===== config.mk =====
export PLATFORM = sky130hd
export DESIGN_NAME = lsAddrGen
export DESIGN_NICKNAME = d
export VERILOG_FILES = /design/src/rtl/lsAddrGenPkg.sv /design/src/rtl/lsAddrGenCtrl.sv /design/src/rtl/lsAddrGenDatapath.sv /design/src/rtl/lsAddrGen.sv
export SDC_FILE = /design/constraint.sdc
export NUM_CORES = 1
export LEC_CHECK = 0
export CAP_MARGIN = 20
export CORE_ASPECT_RATIO = 0.7
export CORE_MARGIN = 2
export CORE_UTILIZATION = 47
export CTS_BUF_LIST = sky130_fd_sc_hd__clkbuf_4 sky130_fd_sc_hd__clkbuf_8
export CTS_CLUSTER_SIZE = 30
export DETAILED_ROUTE_END_ITERATION = 16
export HOLD_SLACK_MARGIN = 0.1
export PLACE_DENSITY = 0.78
export SLEW_MARGIN = 10
export SYNTH_ARGS = -nofsm -noshare
export SYNTH_HDL_FRONTEND = slang
export SYNTH_SLANG_ARGS = --single-unit

===== constraint.sdc =====
create_clock -name clk -period 4.8 [get_ports clk]
set_clock_uncertainty 0.1 [all_clocks]
set_input_delay 0.48 -clock clk [delete_from_list [all_inputs] [get_ports clk]]
set_output_delay 0.48 -clock clk [all_outputs]
set_load 0.05 [all_outputs]

===== src/rtl/lsAddrGenPkg.sv =====
package lsAddrGenPkg;
  typedef enum logic [1:0] {OFF_NONE = 2'd0, OFF_SHORT = 2'd1, OFF_REG = 2'd2, OFF_LONG = 2'd3} offSrc_e;
  typedef enum logic [1:0] {MOD_NONE = 2'd0, MOD_PRE = 2'd1, MOD_POST = 2'd2, MOD_RSVD = 2'd3} modify_e;

  typedef struct packed {
    logic       selOne;
    logic       selShort;
    logic       selReg;
    logic       selLong;
    logic       doSub;
    logic       doWb;
    logic       useOldBase;
    logic       illegal;
    logic [1:0] shiftAmt;
  } agStrobe_t;
endpackage


===== src/rtl/lsAddrGenCtrl.sv =====
module lsAddrGenCtrl
  import lsAddrGenPkg::*;
#(
  parameter int IDX_W = 5,
  parameter int LONG_IDX_LO = 14,
  parameter int LONG_IDX_HI = 15
) (
  input  logic             clk,
  input  logic             rstN,
  input  logic             baseBankB,
  input  logic [IDX_W-1:0] baseIndex,
  input  logic [1:0]       offSrc,
  input  logic             subtract,
  input  logic [1:0]       modify,
  input  logic [1:0]       accSize,
  output agStrobe_t        strobe
);
  logic longBase;
  logic longOk;
  logic rsvdMod;
  logic badReq;

  assign longBase = baseBankB &&
                    ((baseIndex == IDX_W'(LONG_IDX_LO)) || (baseIndex == IDX_W'(LONG_IDX_HI)));
  assign longOk   = longBase && !subtract && (modify == MOD_NONE);
  assign rsvdMod  = (modify == MOD_RSVD);
  assign badReq   = rsvdMod || ((offSrc == OFF_LONG) && !longOk);

  always_comb begin
    strobe            = '0;
    strobe.illegal    = badReq;
    strobe.shiftAmt   = (accSize == 2'd3) ? 2'd2 : accSize;
    if (!badReq) begin
      strobe.doSub      = subtract;
      strobe.doWb       = (modify == MOD_PRE) || (modify == MOD_POST);
      strobe.useOldBase = (modify == MOD_POST);
      unique case (offSrc)
        OFF_NONE:  strobe.selOne   = (modify != MOD_NONE);
        OFF_SHORT: strobe.selShort = 1'b1;
        OFF_REG:   strobe.selReg   = 1'b1;
        default:   strobe.selLong  = 1'b1;
      endcase
    end
  end

  assert_long_gate_R9: assert property (@(posedge clk) disable iff (!rstN)
    strobe.selLong |-> (longBase && !subtract && !strobe.doWb));

  assert_illegal_quiet_R10: assert property (@(posedge clk) disable iff (!rstN)
    strobe.illegal |-> !(strobe.doWb || strobe.selOne || strobe.selShort || strobe.selReg || strobe.selLong));
endmodule


===== src/rtl/lsAddrGenDatapath.sv =====
module lsAddrGenDatapath
  import lsAddrGenPkg::*;
#(
  parameter int ADDR_W  = 32,
  parameter int SHORT_W = 5,
  parameter int LONG_W  = 15
) (
  input  logic              clk,
  input  logic              rstN,
  input  logic              inValid,
  input  logic [ADDR_W-1:0] baseValue,
  input  logic [ADDR_W-1:0] offsetValue,
  input  logic [LONG_W-1:0] constField,
  input  agStrobe_t         strobe,
  output logic              outValid,
  output logic [ADDR_W-1:0] effAddr,
  output logic              wbEn,
  output logic [ADDR_W-1:0] wbValue,
  output logic              illegalMode
);
  logic [ADDR_W-1:0] rawOff;
  logic [ADDR_W-1:0] scaledOff;
  logic [ADDR_W-1:0] newBase;
  logic [ADDR_W-1:0] addrNext;

  always_comb begin
    rawOff = '0;
    if (strobe.selOne)   rawOff = ADDR_W'(1);
    if (strobe.selShort) rawOff = ADDR_W'(constField[SHORT_W-1:0]);
    if (strobe.selReg)   rawOff = offsetValue;
    if (strobe.selLong)  rawOff = ADDR_W'(constField);
    scaledOff = rawOff << strobe.shiftAmt;
    newBase   = strobe.doSub ? (baseValue - scaledOff) : (baseValue + scaledOff);
    addrNext  = strobe.useOldBase ? baseValue : newBase;
  end

  always_ff @(posedge clk) begin
    if (!rstN) begin
      outValid    <= 1'b0;
      wbEn        <= 1'b0;
      illegalMode <= 1'b0;
      effAddr     <= '0;
      wbValue     <= '0;
    end else begin
      outValid    <= inValid;
      wbEn        <= inValid && strobe.doWb;
      illegalMode <= inValid && strobe.illegal;
      if (inValid) begin
        effAddr <= addrNext;
        wbValue <= newBase;
      end
    end
  end

  assert_latency_R2: assert property (@(posedge clk) disable iff (!rstN)
    1'b1 |=> (outValid == $past(inValid)));

  assert_idle_hold_R2: assert property (@(posedge clk) disable iff (!rstN)
    !outValid |-> (!wbEn && !illegalMode));

  assert_post_old_base_R7: assert property (@(posedge clk) disable iff (!rstN)
    (inValid && strobe.useOldBase) |=> (effAddr == $past(baseValue)));

  assert_illegal_no_wb_R10: assert property (@(posedge clk) disable iff (!rstN)
    illegalMode |-> (!wbEn && outValid));
endmodule


===== src/rtl/lsAddrGen.sv =====
module lsAddrGen
  import lsAddrGenPkg::*;
#(
  parameter int ADDR_W      = 32,
  parameter int IDX_W       = 5,
  parameter int SHORT_W     = 5,
  parameter int LONG_W      = 15,
  parameter int LONG_IDX_LO = 14,
  parameter int LONG_IDX_HI = 15
) (
  input  logic              clk,
  input  logic              rstN,
  input  logic              inValid,
  input  logic [ADDR_W-1:0] baseValue,
  input  logic              baseBankB,
  input  logic [IDX_W-1:0]  baseIndex,
  input  logic [ADDR_W-1:0] offsetValue,
  input  logic [LONG_W-1:0] constField,
  input  logic [1:0]        offSrc,
  input  logic              subtract,
  input  logic [1:0]        modify,
  input  logic [1:0]        accSize,
  output logic              outValid,
  output logic [ADDR_W-1:0] effAddr,
  output logic              wbEn,
  output logic [ADDR_W-1:0] wbValue,
  output logic              illegalMode
);
  agStrobe_t strobe;

  lsAddrGenCtrl #(
    .IDX_W(IDX_W), .LONG_IDX_LO(LONG_IDX_LO), .LONG_IDX_HI(LONG_IDX_HI)
  ) ctrl (
    .clk(clk), .rstN(rstN), .baseBankB(baseBankB), .baseIndex(baseIndex),
    .offSrc(offSrc), .subtract(subtract), .modify(modify), .accSize(accSize),
    .strobe(strobe)
  );

  lsAddrGenDatapath #(
    .ADDR_W(ADDR_W), .SHORT_W(SHORT_W), .LONG_W(LONG_W)
  ) dp (
    .clk(clk), .rstN(rstN), .inValid(inValid), .baseValue(baseValue),
    .offsetValue(offsetValue), .constField(constField), .strobe(strobe),
    .outValid(outValid), .effAddr(effAddr), .wbEn(wbEn), .wbValue(wbValue),
    .illegalMode(illegalMode)
  );
endmodule


[After elaboration in Yosys (flattened, before gate mapping)]
Cells that the tools add are included.
Word-level totals
  bits in registers: 67
  bits of input ports: 95
Operators by class
  add/sub/neg operators: 2
  equality and inequality tests: 9
  shift-type cells: 1
  mux-type cells: 12
  reductions and logical operators: 15
Operator list (number)
  32-bit 2-to-1 mux: 4
  32-bit adder: 1
  32-bit by 2-bit left shift with 32-bit output: 1
  32-bit subtractor: 1
  2-bit equality test, second input constant: 5
  5-bit by 4-bit equality test with 1-bit output, second input constant: 2
  7-bit 2-to-1 mux: 1
  1-bit logical AND: 6
  1-bit 2-to-1 mux: 5
  5-bit 2-to-1 mux: 1
  2-bit by 1-bit equality test with 1-bit output, second input constant: 2
  2-bit zero test: 2
  1-bit logical OR: 3
  3-bit OR reduction: 1
  1-bit zero test: 2
  2-bit 2-to-1 mux: 1
  2-bit nonzero test: 1

[Logic depth before layout (Yosys ltp)]
Gate-level depths: netlist (run 1).
  depth in word-level cells: 17
  gate-level depth with buffers: 29

[Modules after synthesis]
A second synthesis (run 1) with hierarchy kept.
Second synthesis, totals
  cell total of the unflattened synthesis: 822
  area, all modules: 6185.9 um^2
Modules (own cells, without submodules)
  lsAddrGenDatapath: instances 1, cells each 803, area an instance 6035.8 um^2, seq. area each 1341.3 um^2
  lsAddrGenCtrl: instances 1, cells each 19, area an instance 150.1 um^2, seq. area each 0.0 um^2

[Worst setup path after synthesis (run 1)]
No wires, ideal clock.
  path kind: in2reg
  start point: in accSize[1]
  end point: reg dp.effAddr[23]
  arrival time: 5.021 ns
  required time: 4.614 ns
  path slack: -0.406 ns
  stages: 25
  path buffers: 5
  path through: buf_2 buf_1 buf_2 clkbuf_1 clkbuf_1 nor2_1 nand2_1 ha_1 inv_1 a221oi_2 and3_1 and4b_1 or2_1 xnor2_1 ha_1 a21o_1 a21o_1 a21oi_1 o211ai_1 a21boi_1 o21bai_1 a21oi_1 nand2b_1 mux2_2 a211oi_1
On the way
  word-level cells in the longest chain between the ends: 6
Ends and longest elaborated chain
  start: declaration: RTL line lsAddrGen.sv:22  | input logic [1:0] accSize,
  2-bit equality test: RTL line lsAddrGenCtrl.sv:32  | strobe.shiftAmt = (accSize == 2'd3) ? 2'd2 : accSize;
  2-bit 2-to-1 mux *: RTL line lsAddrGenCtrl.sv:32
  32-bit by 2-bit left shift with 32-bit output *: RTL line lsAddrGenDatapath.sv:32  | scaledOff = rawOff << strobe.shiftAmt;
  32-bit adder or 32-bit subtractor (tied branches): RTL line lsAddrGenDatapath.sv:33  | newBase = strobe.doSub ? (baseValue - scaledOff) : (baseValue + scaledOff);
  32-bit 2-to-1 mux *: RTL line lsAddrGenDatapath.sv:33
  32-bit 2-to-1 mux *: RTL line lsAddrGenDatapath.sv:34  | addrNext = strobe.useOldBase ? baseValue : newBase;
  end signal: assignment: RTL line lsAddrGenDatapath.sv:49  | effAddr <= addrNext;
  end: declaration: RTL line lsAddrGenDatapath.sv:16  | output logic [ADDR_W-1:0] effAddr,
Mark *: on every way between the ends. The rest lies on a longest branch, timed or not.
A chain may end at the register's enable or synchronous reset.

[Final worst setup path (run 1)]
  start point: in offSrc[1]
  end point: reg dp.effAddr[29]
On the way
  word-level cells in the longest chain between the ends: 12
Ends and longest elaborated chain
  start: declaration: RTL line lsAddrGen.sv:19  | input logic [1:0] offSrc,
  2-bit equality test: RTL line lsAddrGenCtrl.sv:27  | assign badReq = rsvdMod || ((offSrc == OFF_LONG) && !longOk);
  1-bit logical AND: RTL line lsAddrGenCtrl.sv:27
  1-bit logical OR: RTL line lsAddrGenCtrl.sv:27
  7-bit 2-to-1 mux *: RTL line lsAddrGenCtrl.sv:33  | if (!badReq) begin
  1-bit 2-to-1 mux: RTL line lsAddrGenDatapath.sv:28  | if (strobe.selOne) rawOff = ADDR_W'(1);
  5-bit 2-to-1 mux: RTL line lsAddrGenDatapath.sv:29  | if (strobe.selShort) rawOff = ADDR_W'(constField[SHORT_W-1:0]);
  32-bit 2-to-1 mux: RTL line lsAddrGenDatapath.sv:30  | if (strobe.selReg) rawOff = offsetValue;
  32-bit 2-to-1 mux: RTL line lsAddrGenDatapath.sv:31  | if (strobe.selLong) rawOff = ADDR_W'(constField);
  32-bit by 2-bit left shift with 32-bit output: RTL line lsAddrGenDatapath.sv:32
  32-bit adder or 32-bit subtractor (tied branches): RTL line lsAddrGenDatapath.sv:33
  32-bit 2-to-1 mux: RTL line lsAddrGenDatapath.sv:33
  32-bit 2-to-1 mux *: RTL line lsAddrGenDatapath.sv:34
Marks and branches as above.

==> results.json, run 1 <==
{
  "status": "finished, violations left",
  "violations": "negative setup slack",
  "dp_slack_ns": -0.946,
  "clkSinkCount": 67,
  "crit_chain": "dlygate4sd2_1 > buf_4 > nand3b_4 > buf_4 > or4_1 > a21boi_0 > nand3_1 > a221oi_4 > nand3_4 > o31ai_4 > xnor2_2 > ha_1 > buf_4 > o21ai_0 > o21bai_1 > a211oi_2 > o21bai_2 > a21oi_4 > o21bai_4 > a31oi_4 > xnor2_2 > nand2_1 > a31oi_1",
  "drt_iter0_drc": 665,
  "cts_max_level": 3,
  "synth_top_cell_by_area": "dfxtp_1",
  "drive_gt1_share_pct": 25.8,
  "worstMarginPinSlew_ns": 1.13,
  "synth_area_sq_um": 6280,
  "crit_fanout": 5,
  "synth_compound_area_share_pct": 29.4,
  "cts_made_buffers": 9,
  "vias": 7546,
  "hold_start": "dp.wbValue[1]",
  "cpPeakStageDelay_ns": 0.39,
  "synthAdderAreaFrac_pct": 7.29,
  "die_w_um": 142,
  "synth-seq-area-share_pct": 21.4,
  "ir_worst_vdd_mv": 0.189,
  "synth_area_per_cell_sq_um": 7.54,
  "dp_hpwl_mm": 16.2,
  "first_pass_iters": 5,
  "port_buffers": 160,
  "wl_per_cell_um": 17.3,
  "insertion_delay_ns": 0.38,
  "worstSetupPathType": "input port to register",
  "drv_slew": 0,
  "whs_path_depth": 2,
  "synth_cells": 833,
  "cp.required_ns": 5.00,
  "synthMuxAreaShare_pct": 8.65,
  "r2r_slack_ns": 3.77,
  "grt_overflow": 0,
  "diodes": 0,
  "clk_path_buf_depth": 2,
  "gp_congestion": 0.960,
  "synthArstFlopShare_pct": 0,
  "synth_simple_gate_area_share_pct": 20.9,
  "synth.most_common_cell": "nand2_1",
  "cts_tree": "yes",
  "via_per_inst": 5.81,
  "synth_nets": 964,
  "worst_slack_ns": -0.337,
  "clk_pin_slew_worst_paths_ns": 0.08,
  "critical_path_buf_inv_count": 4,
  "grt_pass1_wl_mm": 34.5,
  "core_sq_um": 13100,
  "synth_edf_count": 0,
  "yosysWarnings": 0,
  "worstReg2RegStart": "dp.effAddr[31]",
  "place_area_sq_um": 9190,
  "rr_endpoint": "dp.effAddr[31]",
  "yosys-top-cells-count": "98 x nand2_1, 97 x nor2_1, 67 x dfxtp_1",
  "power_density_nw_per_um2": 315,
  "ios": 162,
  "antenna_found_initial": 0,
  "finalSetupTns_ns": -2.88,
  "cts_root_buffer": "clkbuf_8",
  "min_to": "dp.wbValue[1]",
  "rsz0062_at_grt": "true",
  "synth_seq_cells": 67,
  "wl_met2_mm": 10.1,
  "final_util_pct": 75.4,
  "final-setup-viol-count": 18,
  "rows": 35,
  "arrival_ns": 5.34,
  "start_kind": "input port",
  "endpoint_kind": "register",
  "cellLeakagePower_nw": 4.36,
  "track_usage_pct": 29.9,
  "ys_top_cells_by_area": "dfxtp_1 21%, mux2i_1 8.3%, ha_1 7.0%, nand2_1 5.9%, nor2_1 5.8%",
  "start_util_pct": 48.0,
  "die-area_sq_um": 14300,
  "finalNetCount": 1259,
  "dieHeight_um": 101,
  "fin_crit_ns": 5.14,
  "crit_path_frequent_cell": "buf_4",
  "cap_violations": 0,
  "design_area_sq_um": 9880,
  "route.detailed.drc": 0,
  "reg2reg_depth": 3,
  "hold_viol": 0,
  "power_mw": 3.11,
  "synth_top_family_by_area": "compound AO/OA/AOI/OAI gates",
  "synth-xor-area-share_pct": 7.23,
  "yosys.cell_types.count": 79,
  "hold_ws_ns": 0.380,
  "hold_path.class": "register to register",
  "met1_length_mm": 10.1,
  "synth-main-ff-cell": "dfxtp_1",
  "min_period_over_period_pct": 107,
  "critPathTopFamily": "compound AO/OA/AOI/OAI gates",
  "critPathSlowestCell": "ha_1",
  "wl_met3_mm": 1.84,
  "highest_layer": "met4",
  "drt-total-wl_mm": 22.5,
  "grt_max_degree": 100,
  "areaGrowthSynthToFinish_pct": 57.3,
  "final_cells": 1299,
  "max_slew_margin_pct": 24.9,
  "dp_cells": 1274,
  "grt_pass1_vias": 7068,
  "antenna_left": 0,
  "netlist.area_leader.share_pct": 21.4,
  "max_freq_mhz": 195
}
-- how the worst max path moves through the flow --
stage | startpoint | to | slack, ns | cells past startpoint
global placement | modify[1] | dp.effAddr[31] | -0.77 | 29
finish | offSrc[1] | dp.effAddr[29] | -0.34 | 23
CTS | modify[1] | dp.effAddr[23] | -0.11 | 29
floorplan | modify[1] | dp.effAddr[23] | -0.16 | 28
detailed placement | modify[1] | dp.effAddr[23] | -0.95 | 29
global route | offSrc[1] | dp.effAddr[29] | -0.52 | 25
-- worst min-delay path, delay by kind of cell (launching register included) --
kind | cells | cell delay (ns)
AND/OR/NAND/NOR | 1 | 0.08
AO/OA/AOI/OAI | 1 | 0.04
flip-flops | 1 | 0.31
-- registers in the layout, indices dropped and copies added (netlist names) --
name	cells
dp.effAddr	32
dp.wbValue	32
dp.illegalMode	1
dp.outValid	1
dp.wbEn	1
-- logic make-up after synthesis --
family	after synthesis
multiplexers	54
flip-flops	67
AND/OR/NAND/NOR	277
XOR/XNOR	51
adder cells (fa/ha/maj)	36
buffers and inverters	79
AO/OA/AOI/OAI	269
-- metal layers --
| metal | global-route usage [%] | vias up |
|---|---|---|
| met5 | 0 | - |
| met4 | 7.38 | 0 |
| met2 | 48.9 | 354 |
| met3 | 6.18 | 46 |
| li1 | - | 3619 |
| met1 | 40.6 | 3527 |
-- layout make-up --
cell class                      instances  area (sq um)
Clock buffer                           12           153
Clock inverter                          4          50.0
Fill cell                             953          3220
Inverter                               29           129
Multi-Input combinational cell        687          5080
Sequential cell                        67          1340
Tap cell                              166           208
Timing Repair Buffer                  334          2910
-- cells in the final DEF, fill, tap and decap left out, types with 6 or more instances in the layout --
cell type and n:
nor3_1 8, xnor2_1 17, dfxtp_1 67, nor2b_1 9
ha_1 32, nand2_1 95, nand2b_1 6, a311oi_1 12
dlygate4sd2_1 6, a31oi_1 19, buf_4 169, o211ai_1 13
clkdlybuf4s50_1 146, o21ai_0 42, a21o_1 21, clkbuf_8 10
a211oi_1 10, mux2i_1 52, buf_6 7, a21oi_1 58
xnor2_2 9, inv_1 26, a22oi_1 7, a21oi_2 6
xor2_1 20, and2_1 10, o22ai_1 6, nand3_1 10
nor2_1 95
-- report_power, final --
part / switching (mW) / total, mW / internal (mW)
Clock: 0.233 / 0.497 / 0.265
Combinational: 1.06 / 1.92 / 0.865
Sequential: 0.0521 / 0.695 / 0.643
-- timing repair --
action,in CTS,in global routing
pin swaps,36,62
setup endpoints to repair,45,41
hold buffers,0,0
cloned,0,0
buffers inserted,10,5
gates resized for setup,42,66
(Power assumes the default switching activity.)
==> inputs of run 2 (changes only) <==
Settings changed: CAP_MARGIN 20 to default, REMOVE_ABC_BUFFERS from default to 1.
==> results.json, run 2 (synthesis results as in run 1) <==
{
  "n_fill_cell": 953,
  "cellLeakagePower_nw": 4.43,
  "status": "finished, violations left",
  "cts_tree": "yes",
  "drive_gt1_share_pct": 27.2,
  "dp_hpwl_mm": 17.1,
  "cpPeakStageDelay_ns": 0.30,
  "min_period_over_period_pct": 107,
  "wl_per_cell_um": 18.0,
  "die-area_sq_um": 14300,
  "ir_worst_vdd_mv": 0.153,
  "rows": 35,
  "endpoint_kind": "register",
  "cap_violations": 0,
  "drt-total-wl_mm": 23.6,
  "cp-endpoint": "dp.effAddr[23]",
  "vias": 7672,
  "drv_slew": 0,
  "critical_path_depth": 28,
  "final-setup-viol-count": 24,
  "ios": 162,
  "track_usage_pct": 30.4,
  "hold_viol": 0,
  "power_density_nw_per_um2": 315,
  "max_slew_margin_pct": 30.6,
  "gp_congestion": 0.967,
  "crit_path_frequent_cell": "buf_4",
  "port_buffers": 160,
  "finalSetupTns_ns": -2.13,
  "worst_slack_ns": -0.322,
  "clk_path_buf_depth": 2,
  "drt_iter0_drc": 559,
  "final_common_cell": "buf_4",
  "clk_pin_slew_worst_paths_ns": 0.09,
  "finalNetCount": 1273,
  "grt_pass1_vias": 6943,
  "areaGrowthSynthToFinish_pct": 59.6,
  "rr_endpoint": "dp.effAddr[31]",
  "diodes": 0,
  "route.detailed.drc": 0,
  "r2r_slack_ns": 3.84,
  "cp.required_ns": 4.99,
  "cts_root_buffer": "clkbuf_8",
  "grt_pass1_wl_mm": 35.1,
  "final_util_pct": 76.6,
  "dp_slack_ns": -1.18,
  "reg2reg_depth": 3,
  "die_w_um": 142,
  "rsz0062_at_grt": "true",
  "hold_path.class": "register to register",
  "grt_overflow": 0,
  "worstSetupPathType": "input port to register",
  "start_kind": "input port",
  "core_sq_um": 13100,
  "crit_fanout": 4,
  "cts_max_level": 3,
  "antenna_found_initial": 0,
  "worstReg2RegStart": "dp.effAddr[31]",
  "max_freq_mhz": 195,
  "arrival_ns": 5.31,
  "critPathTopFamily": "compound AO/OA/AOI/OAI gates",
  "cts_made_buffers": 9,
  "via_per_inst": 5.85,
  "critPathSlowestCell": "ha_1",
  "grt_max_degree": 73,
  "place_area_sq_um": 9160,
  "dieHeight_um": 101,
  "power_mw": 3.16,
  "clkSinkCount": 67,
  "largest_registers": "dp.effAddr x32, dp.wbValue x32",
  "critical_path_buf_inv_count": 6,
  "first_pass_iters": 5,
  "violations": "negative setup slack",
  "design_area_sq_um": 10000,
  "final_cell_mix": "181 x buf_4, 146 x clkdlybuf4s50_1, 95 x nand2_1, 94 x nor2_1, 67 x dfxtp_1",
  "start_util_pct": 48.0,
  "worstMarginPinSlew_ns": 1.04,
  "fin_crit_ns": 5.12,
  "insertion_delay_ns": 0.37,
  "antenna_left": 0,
  "crit_start": "offSrc[1]",
  "ctsHoldBuffers": 0
}
[run 2: changes by cell type in the layout (fill, tap and decap cells not counted), sizes merged]
cell | before | now
clkbuf | 14 | 10
buf | 179 | 193
inv | 29 | 30
bufinv | 1 | 2
clkdlybuf4s15 | 1 | 2
dlygate4sd2 | 6 | 5
dlymetal6s2s | 0 | 1
[run 2: worst min-delay path by stage]
| stage | start | end | slack (ns) | depth (start not counted) |
|---|---|---|---|---|
| 6_report | dp.wbValue[0] | dp.wbValue[0] | 0.39 | 2 |
| 5_1_grt | dp.wbValue[0] | dp.wbValue[0] | 0.41 | 2 |
| 4_1_cts | dp.wbValue[0] | dp.wbValue[0] | 0.38 | 2 |
| 3_5_place_dp | dp.wbValue[0] | dp.wbValue[0] | 0.37 | 2 |
| 3_3_place_gp | dp.wbValue[0] | dp.wbValue[0] | 0.37 | 2 |
| 2_1_floorplan | inValid | dp.effAddr[13] | 0.47 | 1 |
[run 2: metal layers]
layer  vias up  track usage [%]  wire (um)
met5         -                0          0
met4         0             9.31        572
met3        61             5.94       1850
met2       398             47.7      10600
met1      3573             42.3      10600
li1       3640                -          -
[run 2: what timing repair did]
item / 4_1_cts / 5_1_grt
endpoints found under the setup margin: 45 / 41
setup buffers: 10 / 12
gates resized for setup: 60 / 79
pin swaps: 36 / 81
[run 2: per-stage QoR]
step | cells | hold WS [ns]
CTS | 1304 | 0.385
global placement | 1280 | 0.370
detailed placement | 1280 | 0.373
finish | 1312 | 0.388
global route | 1312 | 0.408
floorplan | 783 | 0.469
[run 2: worst min-delay path, delay by kind of cell, from the launching register on]
kind / cells / cell delay, ns
flops: 1 / 0.32
simple gates: 1 / 0.08
compound gates: 1 / 0.05
[run 2: where the power goes]
group          switching, mW  internal, mW
registers             0.0436         0.642
logic                   1.06         0.869
clock network          0.255         0.290
total                   1.36          1.80
[run 2: final cells by class]
cell class	count	area (sq um)	share of cell area, %
multi-input combinational	687	5100	50.9
clock inverter	6	88.8	0.886
sequential	67	1340	13.4
inverter	29	116	1.16
clock buffer	9	124	1.24
tap	166	208	2.07
timing repair buffer	348	3050	30.4
